===== src/rtl/owg_pkg.sv =====
package owg_pkg;

   typedef enum logic [1:0] {
      OP_WRITE = 2'b00,
      OP_SET   = 2'b01,
      OP_CLR   = 2'b10,
      OP_TGL   = 2'b11
   } owg_op_e;

   typedef enum logic [1:0] {
      ST_IDLE  = 2'b00,
      ST_ARMED = 2'b01,
      ST_OPEN  = 2'b10
   } owg_state_e;

endpackage


===== src/rtl/owg_upd.sv =====
// Computes the next byte value for a guarded write of any kind.
module owg_upd
   import owg_pkg::*;
#(
   parameter int BYTE_W = 8
) (
   input  logic [BYTE_W-1:0] cur_i,
   input  logic [1:0]        op_i,
   input  logic [BYTE_W-1:0] data_i,
   output logic [BYTE_W-1:0] nxt_o
);

   localparam int IDX_W = $clog2(BYTE_W);

   logic [BYTE_W-1:0] mask;

   always_comb begin
      mask = '0;
      mask[data_i[IDX_W-1:0]] = 1'b1;
      case (owg_op_e'(op_i))
         OP_WRITE: nxt_o = data_i;
         OP_SET:   nxt_o = cur_i | mask;
         OP_CLR:   nxt_o = cur_i & ~mask;
         default:  nxt_o = cur_i ^ mask;
      endcase
   end

endmodule


===== src/rtl/owg_seq.sv =====
// Per-byte key sequencer: idle -> armed -> open -> idle.
module owg_seq
   import owg_pkg::*;
#(
   parameter int                BYTE_W = 8,
   parameter logic [BYTE_W-1:0] KEY_A  = '0,
   parameter logic [BYTE_W-1:0] KEY_B  = '0
) (
   input  logic              clk_i,
   input  logic              rst_ni,
   input  logic              tick_i,
   input  logic              sel_i,
   input  logic              plain_i,
   input  logic [BYTE_W-1:0] data_i,
   output logic              open_o,
   output logic              apply_o,
   output logic              viol_o
);

   owg_state_e state_q, state_d;
   logic       hit_a, hit_b;

   assign hit_a = sel_i && plain_i && (data_i == KEY_A);
   assign hit_b = sel_i && plain_i && (data_i == KEY_B);

   always_comb begin
      state_d = state_q;
      apply_o = 1'b0;
      viol_o  = 1'b0;
      if (tick_i) begin
         unique case (state_q)
            ST_IDLE: begin
               state_d = hit_a ? ST_ARMED : ST_IDLE;
               viol_o  = sel_i && !hit_a;
            end
            ST_ARMED: begin
               state_d = hit_b ? ST_OPEN : ST_IDLE;
               viol_o  = sel_i && !hit_b;
            end
            ST_OPEN: begin
               state_d = ST_IDLE;
               apply_o = sel_i;
            end
            default: state_d = ST_IDLE;
         endcase
      end
   end

   always_ff @(posedge clk_i or negedge rst_ni) begin
      if (!rst_ni) state_q <= ST_IDLE;
      else         state_q <= state_d;
   end

   assign open_o = (state_q == ST_OPEN);

endmodule


===== src/rtl/osc_write_guard.sv =====
module osc_write_guard
   import owg_pkg::*;
#(
   parameter int                  BYTE_W    = 8,
   parameter logic [BYTE_W-1:0]   KEY_LO_A  = 8'h46,
   parameter logic [BYTE_W-1:0]   KEY_LO_B  = 8'h57,
   parameter logic [BYTE_W-1:0]   KEY_HI_A  = 8'h78,
   parameter logic [BYTE_W-1:0]   KEY_HI_B  = 8'h9A,
   parameter logic [2*BYTE_W-1:0] RESET_VAL = '0,
   parameter bit                  HAS_VIOL  = 1'b1
) (
   input  logic                clk,
   input  logic                rst_n,
   input  logic                tick,
   input  logic                wr_en,
   input  logic                wr_hi,
   input  logic [1:0]          wr_op,
   input  logic [BYTE_W-1:0]   wr_data,
   output logic [2*BYTE_W-1:0] reg_q,
   output logic                open_lo,
   output logic                open_hi,
   output logic                violation
);

   localparam int N_BYTES = 2;

   initial begin
      if (BYTE_W < 2 || (BYTE_W & (BYTE_W - 1)) != 0)
         $fatal(1, "osc_write_guard: BYTE_W must be a power of two >= 2");
   end

   logic [N_BYTES-1:0][BYTE_W-1:0] byte_q;
   logic [N_BYTES-1:0]             open_v;
   logic [N_BYTES-1:0]             viol_v;
   logic                           plain;

   assign plain = (wr_op == OP_WRITE);

   for (genvar b = 0; b < N_BYTES; b++) begin : g_byte
      localparam logic [BYTE_W-1:0] KA = (b == 0) ? KEY_LO_A : KEY_HI_A;
      localparam logic [BYTE_W-1:0] KB = (b == 0) ? KEY_LO_B : KEY_HI_B;

      logic              sel;
      logic              apply;
      logic [BYTE_W-1:0] nxt;
      logic [BYTE_W-1:0] q;

      assign sel = wr_en && (wr_hi == 1'(b));

      owg_seq #(
         .BYTE_W (BYTE_W),
         .KEY_A  (KA),
         .KEY_B  (KB)
      ) u_seq (
         .clk_i   (clk),
         .rst_ni  (rst_n),
         .tick_i  (tick),
         .sel_i   (sel),
         .plain_i (plain),
         .data_i  (wr_data),
         .open_o  (open_v[b]),
         .apply_o (apply),
         .viol_o  (viol_v[b])
      );

      owg_upd #(
         .BYTE_W (BYTE_W)
      ) u_upd (
         .cur_i  (q),
         .op_i   (wr_op),
         .data_i (wr_data),
         .nxt_o  (nxt)
      );

      always_ff @(posedge clk or negedge rst_n) begin
         if (!rst_n)     q <= RESET_VAL[b*BYTE_W +: BYTE_W];
         else if (apply) q <= nxt;
      end

      assign byte_q[b] = q;
   end

   if (HAS_VIOL) begin : g_viol
      logic flag_q;
      always_ff @(posedge clk or negedge rst_n) begin
         if (!rst_n)        flag_q <= 1'b0;
         else if (|viol_v)  flag_q <= 1'b1;
      end
      assign violation = flag_q;
   end else begin : g_no_viol
      assign violation = 1'b0;
   end

   assign reg_q   = byte_q;
   assign open_lo = open_v[0];
   assign open_hi = open_v[1];

endmodule


===== config.mk =====
export PLATFORM = sky130hd
export DESIGN_NAME = osc_write_guard
export DESIGN_NICKNAME = d
export VERILOG_FILES = /design/src/rtl/owg_pkg.sv /design/src/rtl/owg_upd.sv /design/src/rtl/owg_seq.sv /design/src/rtl/osc_write_guard.sv
export SDC_FILE = /design/constraint.sdc
export NUM_CORES = 1
export LEC_CHECK = 0
export BUFFER_PORTS_ARGS = -buffer_cell sky130_fd_sc_hd__clkbuf_2
export CORE_MARGIN = 1.5
export CORE_UTILIZATION = 61
export CTS_CLUSTER_SIZE = 10
export DETAILED_ROUTE_END_ITERATION = 10
export GPL_TIMING_DRIVEN = 1
export PLACE_DENSITY = 0.95
export SYNTH_ARGS = -nofsm -noshare
export SYNTH_HDL_FRONTEND = slang
export SYNTH_SLANG_ARGS = --single-unit

===== constraint.sdc =====
create_clock -name clk -period 2.6 [get_ports clk]
set_input_delay 0.52 -clock clk [delete_from_list [all_inputs] [get_ports clk]]
set_output_delay 0.52 -clock clk [all_outputs]
set_load 0.03 [all_outputs]

==> qor.txt <==
======================================================================================================
# diodes                                                                                             0
Maximum level of the CTS H-tree                                                                      1
Clock transition at the register clock pins on the worst setup and hold paths after CTS         130 ps
Combined flip-flop and latch cell area                                                       525.5 µm²
Vias in the first global route                                                                    1574
Peak clock frequency supported by timing                                                     523.3 MHz
Resize count post-CTS                                                                                0
Final period utilization                                                                        0.7350
Mapped Area                                                                               0.001939 mm²
Synth unique cells                                                                                  36
Critical-path cell list                                                                   clkbuf_2 > or3b_2 > ha_1 > mux2_1 > a21oi_1 > a21oi_1
Switching Fraction                                                                              0.3363
Initial antenna violation count                                                                      0
Share of total power in the clock network                                                        0.233
Multi-input logic area                                                                    0.001259 mm²
Cell Pwr Density                                                                          335.3 mW/mm²
Critical path data required time                                                               2780 ps
Max stage delay on crit path                                                                    530 ps
Length in cells of the worst reg-to-reg path                                                         5
Std-Cell Core Area                                                                        0.003028 mm²
Pin count of the biggest net entering global routing                                                33
Initial cell density of the core                                                                0.6405
Register-to-Register Setup Slack                                                               1110 ps
EDFF count, synth                                                                                    0
Yosys reg bits                                                                                      21
Source of the worst register-to-register timing path                                      g_byte[0].q[1]
Launching element type of the critical path                                                 input port
CTS tree                                                                                         built
Net Sw Power                                                                                  239.1 µW
Total Power Consumption                                                                       711.1 µW
Final wirelength                                                                               3932 µm
Mean cell area of the mapped netlist                                                         9.020 µm²
Async set or reset register ratio after synthesis                                                1.000
Number of warning messages in the yosys log                                                          0
Gate family responsible for the most delay along the worst path                           simple AND/OR/NAND/NOR gates
Detailed placer's ending HPWL                                                                  2985 µm
Classification of the worst setup path                                                          in2reg
Pre-antenna DRT Iters                                                                                4
Cell count after synthesis                                                                         215
Overall die height                                                                            59.39 µm
Number of cells in the finished layout apart from fillers                                          285
Min-delay worst type                                                                          in2async
Chip Width                                                                                    59.39 µm
Final-report setup violation count                                                                   0
Relative contribution of sequential cells to total power                                         0.492
Kind of capture point of the worst setup path                                                flip-flop
Routability-driven placement congestion ratio                                                   0.9243
Bufs and invs on worst path                                                                          1
Cell with the largest stage delay on the worst path                                       sky130_fd_sc_hd__or3b_2
Number of pins with negative max-slew slack in the final report                                      0
Total nets after synthesis                                                                         262
Total via count after detailed routing                                                            1613
Detail Route Antenna Nets                                                                            0
Area growth syn-to-layout                                                                       9.355%
Buffer type at the clock tree root                                                        sky130_fd_sc_hd__clkbuf_4
Peak VDD IR                                                                                  0.2213 mV
CTS Hold Buffers Added                                                                               0
Ratio of cells with drive above 1 in the final layout                                           0.2282
Critical Path AT                                                                               2090 ps
Setup TNS Final                                                                                   0 ps
Overflow left after global routing                                                                   0
Cell leakage power                                                                        0.0009762 µW
IO Port Bufs                                                                                        33
Starting DRC count in detailed routing                                                              92
Num Clock Sinks                                                                                     21
Total clock buffers created by CTS                                                                   3
Register area share after synthesis                                                             0.2710
Max clock buf depth                                                                                  2
Endpoints failing hold                                                                               0
Setup repair bufs after CTS                                                                          0
Area of the die                                                                           0.003527 mm²
Cell total after placement                                                                         281
Floorplan row count                                                                                 20
Utilization after layout                                                                        0.7004
Most numerous cell on the critical path                                                   sky130_fd_sc_hd__a21oi_1
Max FO, Critical Path                                                                               11
Number of nets at the end of the flow                                                              289
Via density per instance                                                                         5.660
RSZ-0062 raised after global routing                                                             false
Total track usage                                                                               0.2502
Max-cap violation count                                                                              0
Result of the run                                                                         complete, no violations
WL/cell                                                                                       13.80 µm
Internal power consumption                                                                    472.0 µW
Wire length of the first global-routing pass                                                   6727 µm
Filler cells                                                                                       235
Combinational share of power                                                                     0.275
Critical register-to-register path endpoint                                               g_byte[0].q[1]
Final setup skew                                                                              13.38 ps
Remaining DRCs                                                                                       0
Clock latency at the later pin of the worst-skew pair                                           310 ps
Leading register cell type out of synthesis                                               sky130_fd_sc_hd__dfrtp_1
Top-level I/O count                                                                                 34
Minimum clock period                                                                           1911 ps
Measured slew at the worst slew-check pin                                                     679.5 ps
Worst max-slew margin expressed relative to the limit                                           0.5455
======================================================================================================
-- final cells by class --
| type | instances | area share |
|---|---|---|
| Timing Repair Buffer | 36 | 0.08850 |
| Clock buffer | 4 | 0.01239 |
| Sequential cell | 21 | 0.2478 |
| Inverter | 18 | 0.03186 |
| Tap cell | 44 | 0.02596 |
| Multi-Input combinational cell | 162 | 0.5935 |
-- cells by family (layout without fill, tap and decap cells) --
| logic type | count (synthesis) | in the layout | share of synthesized area |
|---|---|---|---|
| simple gates | 59 | 59 | 0.1761 |
| flops | 21 | 21 | 0.2710 |
| compound gates | 54 | 54 | 0.1678 |
| mux | 17 | 17 | 0.09871 |
| fa+ha+maj | 32 | 32 | 0.2064 |
| buf+inv | 32 | 58 | 0.08000 |
-- power by group through the flow --
stage	logic [µW]	registers, µW	clock network [µW]
6_report	196	350	166
3_3_place_gp	184	356	0
3_5_place_dp	195	356	0
5_1_grt	219	352	185
2_1_floorplan	116	377	0
4_1_cts	197	350	172
-- synthesized netlist by cell type, types with 2 or more instances --
library cell               number  area (µm²)
sky130_fd_sc_hd__clkbuf_1       3       11.26
sky130_fd_sc_hd__mux2_1         6       67.56
sky130_fd_sc_hd__nand4_1        2       12.51
sky130_fd_sc_hd__a211oi_1      16       120.1
sky130_fd_sc_hd__dfrtp_1       21       525.5
sky130_fd_sc_hd__ha_1          32       400.4
sky130_fd_sc_hd__inv_1         18       67.56
sky130_fd_sc_hd__buf_2          7       35.03
sky130_fd_sc_hd__nor2_1        29       108.9
sky130_fd_sc_hd__a21oi_1       33       165.2
sky130_fd_sc_hd__nor3_1         3       15.01
sky130_fd_sc_hd__nand3_1        4       20.02
sky130_fd_sc_hd__buf_6          3       33.78
sky130_fd_sc_hd__mux2_2        11       123.9
sky130_fd_sc_hd__nand2_1        3       11.26
sky130_fd_sc_hd__nand3b_1       3       22.52
sky130_fd_sc_hd__nor2b_1        2       12.51
-- cell usage in the layout, fill, tap and decap left out, types with 2 or more instances in the layout --
| master | count |
|---|---|
| sky130_fd_sc_hd__buf_4 | 3 |
| sky130_fd_sc_hd__nand3_1 | 4 |
| sky130_fd_sc_hd__a21oi_1 | 33 |
| sky130_fd_sc_hd__nor2b_1 | 2 |
| sky130_fd_sc_hd__clkbuf_4 | 3 |
| sky130_fd_sc_hd__inv_1 | 18 |
| sky130_fd_sc_hd__nor3_1 | 3 |
| sky130_fd_sc_hd__nand3b_1 | 3 |
| sky130_fd_sc_hd__nand2_1 | 3 |
| sky130_fd_sc_hd__clkbuf_2 | 33 |
| sky130_fd_sc_hd__mux2_2 | 11 |
| sky130_fd_sc_hd__nor2_1 | 29 |
| sky130_fd_sc_hd__mux2_1 | 6 |
| sky130_fd_sc_hd__a211oi_1 | 16 |
| sky130_fd_sc_hd__nand4_1 | 2 |
| sky130_fd_sc_hd__dfrtp_1 | 21 |
| sky130_fd_sc_hd__ha_1 | 32 |
-- routing by layer --
layer	up-vias	GRT usage	routed length, µm
li1	815	-	-
met1	760	0.3066	1729
met2	32	0.4333	2049
met3	6	0.04148	98
met4	0	0.1006	55
met5	-	0	0
-- worst register-to-register path: stages (launching register included) --
cell                      delay, ps
sky130_fd_sc_hd__dfrtp_1        460
sky130_fd_sc_hd__inv_1           70
sky130_fd_sc_hd__ha_1           280
sky130_fd_sc_hd__mux2_1         300
sky130_fd_sc_hd__a21oi_1        160
sky130_fd_sc_hd__a21oi_1         80
-- registers in the layout (all words and copies together) (netlist names) --
signal and count:
g_byte.q 16, g_byte.u_seq.state_q 4, violation 1
-- how the worst max path moves through the flow --
stage                     from              to  cells after the start
floorplan           wr_data[2]  g_byte[0].q[1]                      6
global placement    wr_data[0]  g_byte[0].q[1]                      6
detailed placement  wr_data[0]  g_byte[0].q[1]                      6
CTS                 wr_data[0]  g_byte[0].q[1]                      6
global route        wr_data[0]  g_byte[0].q[1]                      6
finish              wr_data[0]  g_byte[0].q[1]                      6
-- stage by stage --
| step | area, µm² | hold WS [ps] | setup WS (ps) |
|---|---|---|---|
| 2_1_floorplan | 1939 | 224.4 | 547.4 |
| 3_3_place_gp | 2095 | 465.4 | 450.4 |
| 3_5_place_dp | 2095 | 467.3 | 353.2 |
| 4_1_cts | 2121 | 181.1 | 702.1 |
| 5_1_grt | 2121 | 182.7 | 634.0 |
| 6_report | 2121 | 164.2 | 689.0 |
Note: power is estimated with default switching activity, not from simulation.
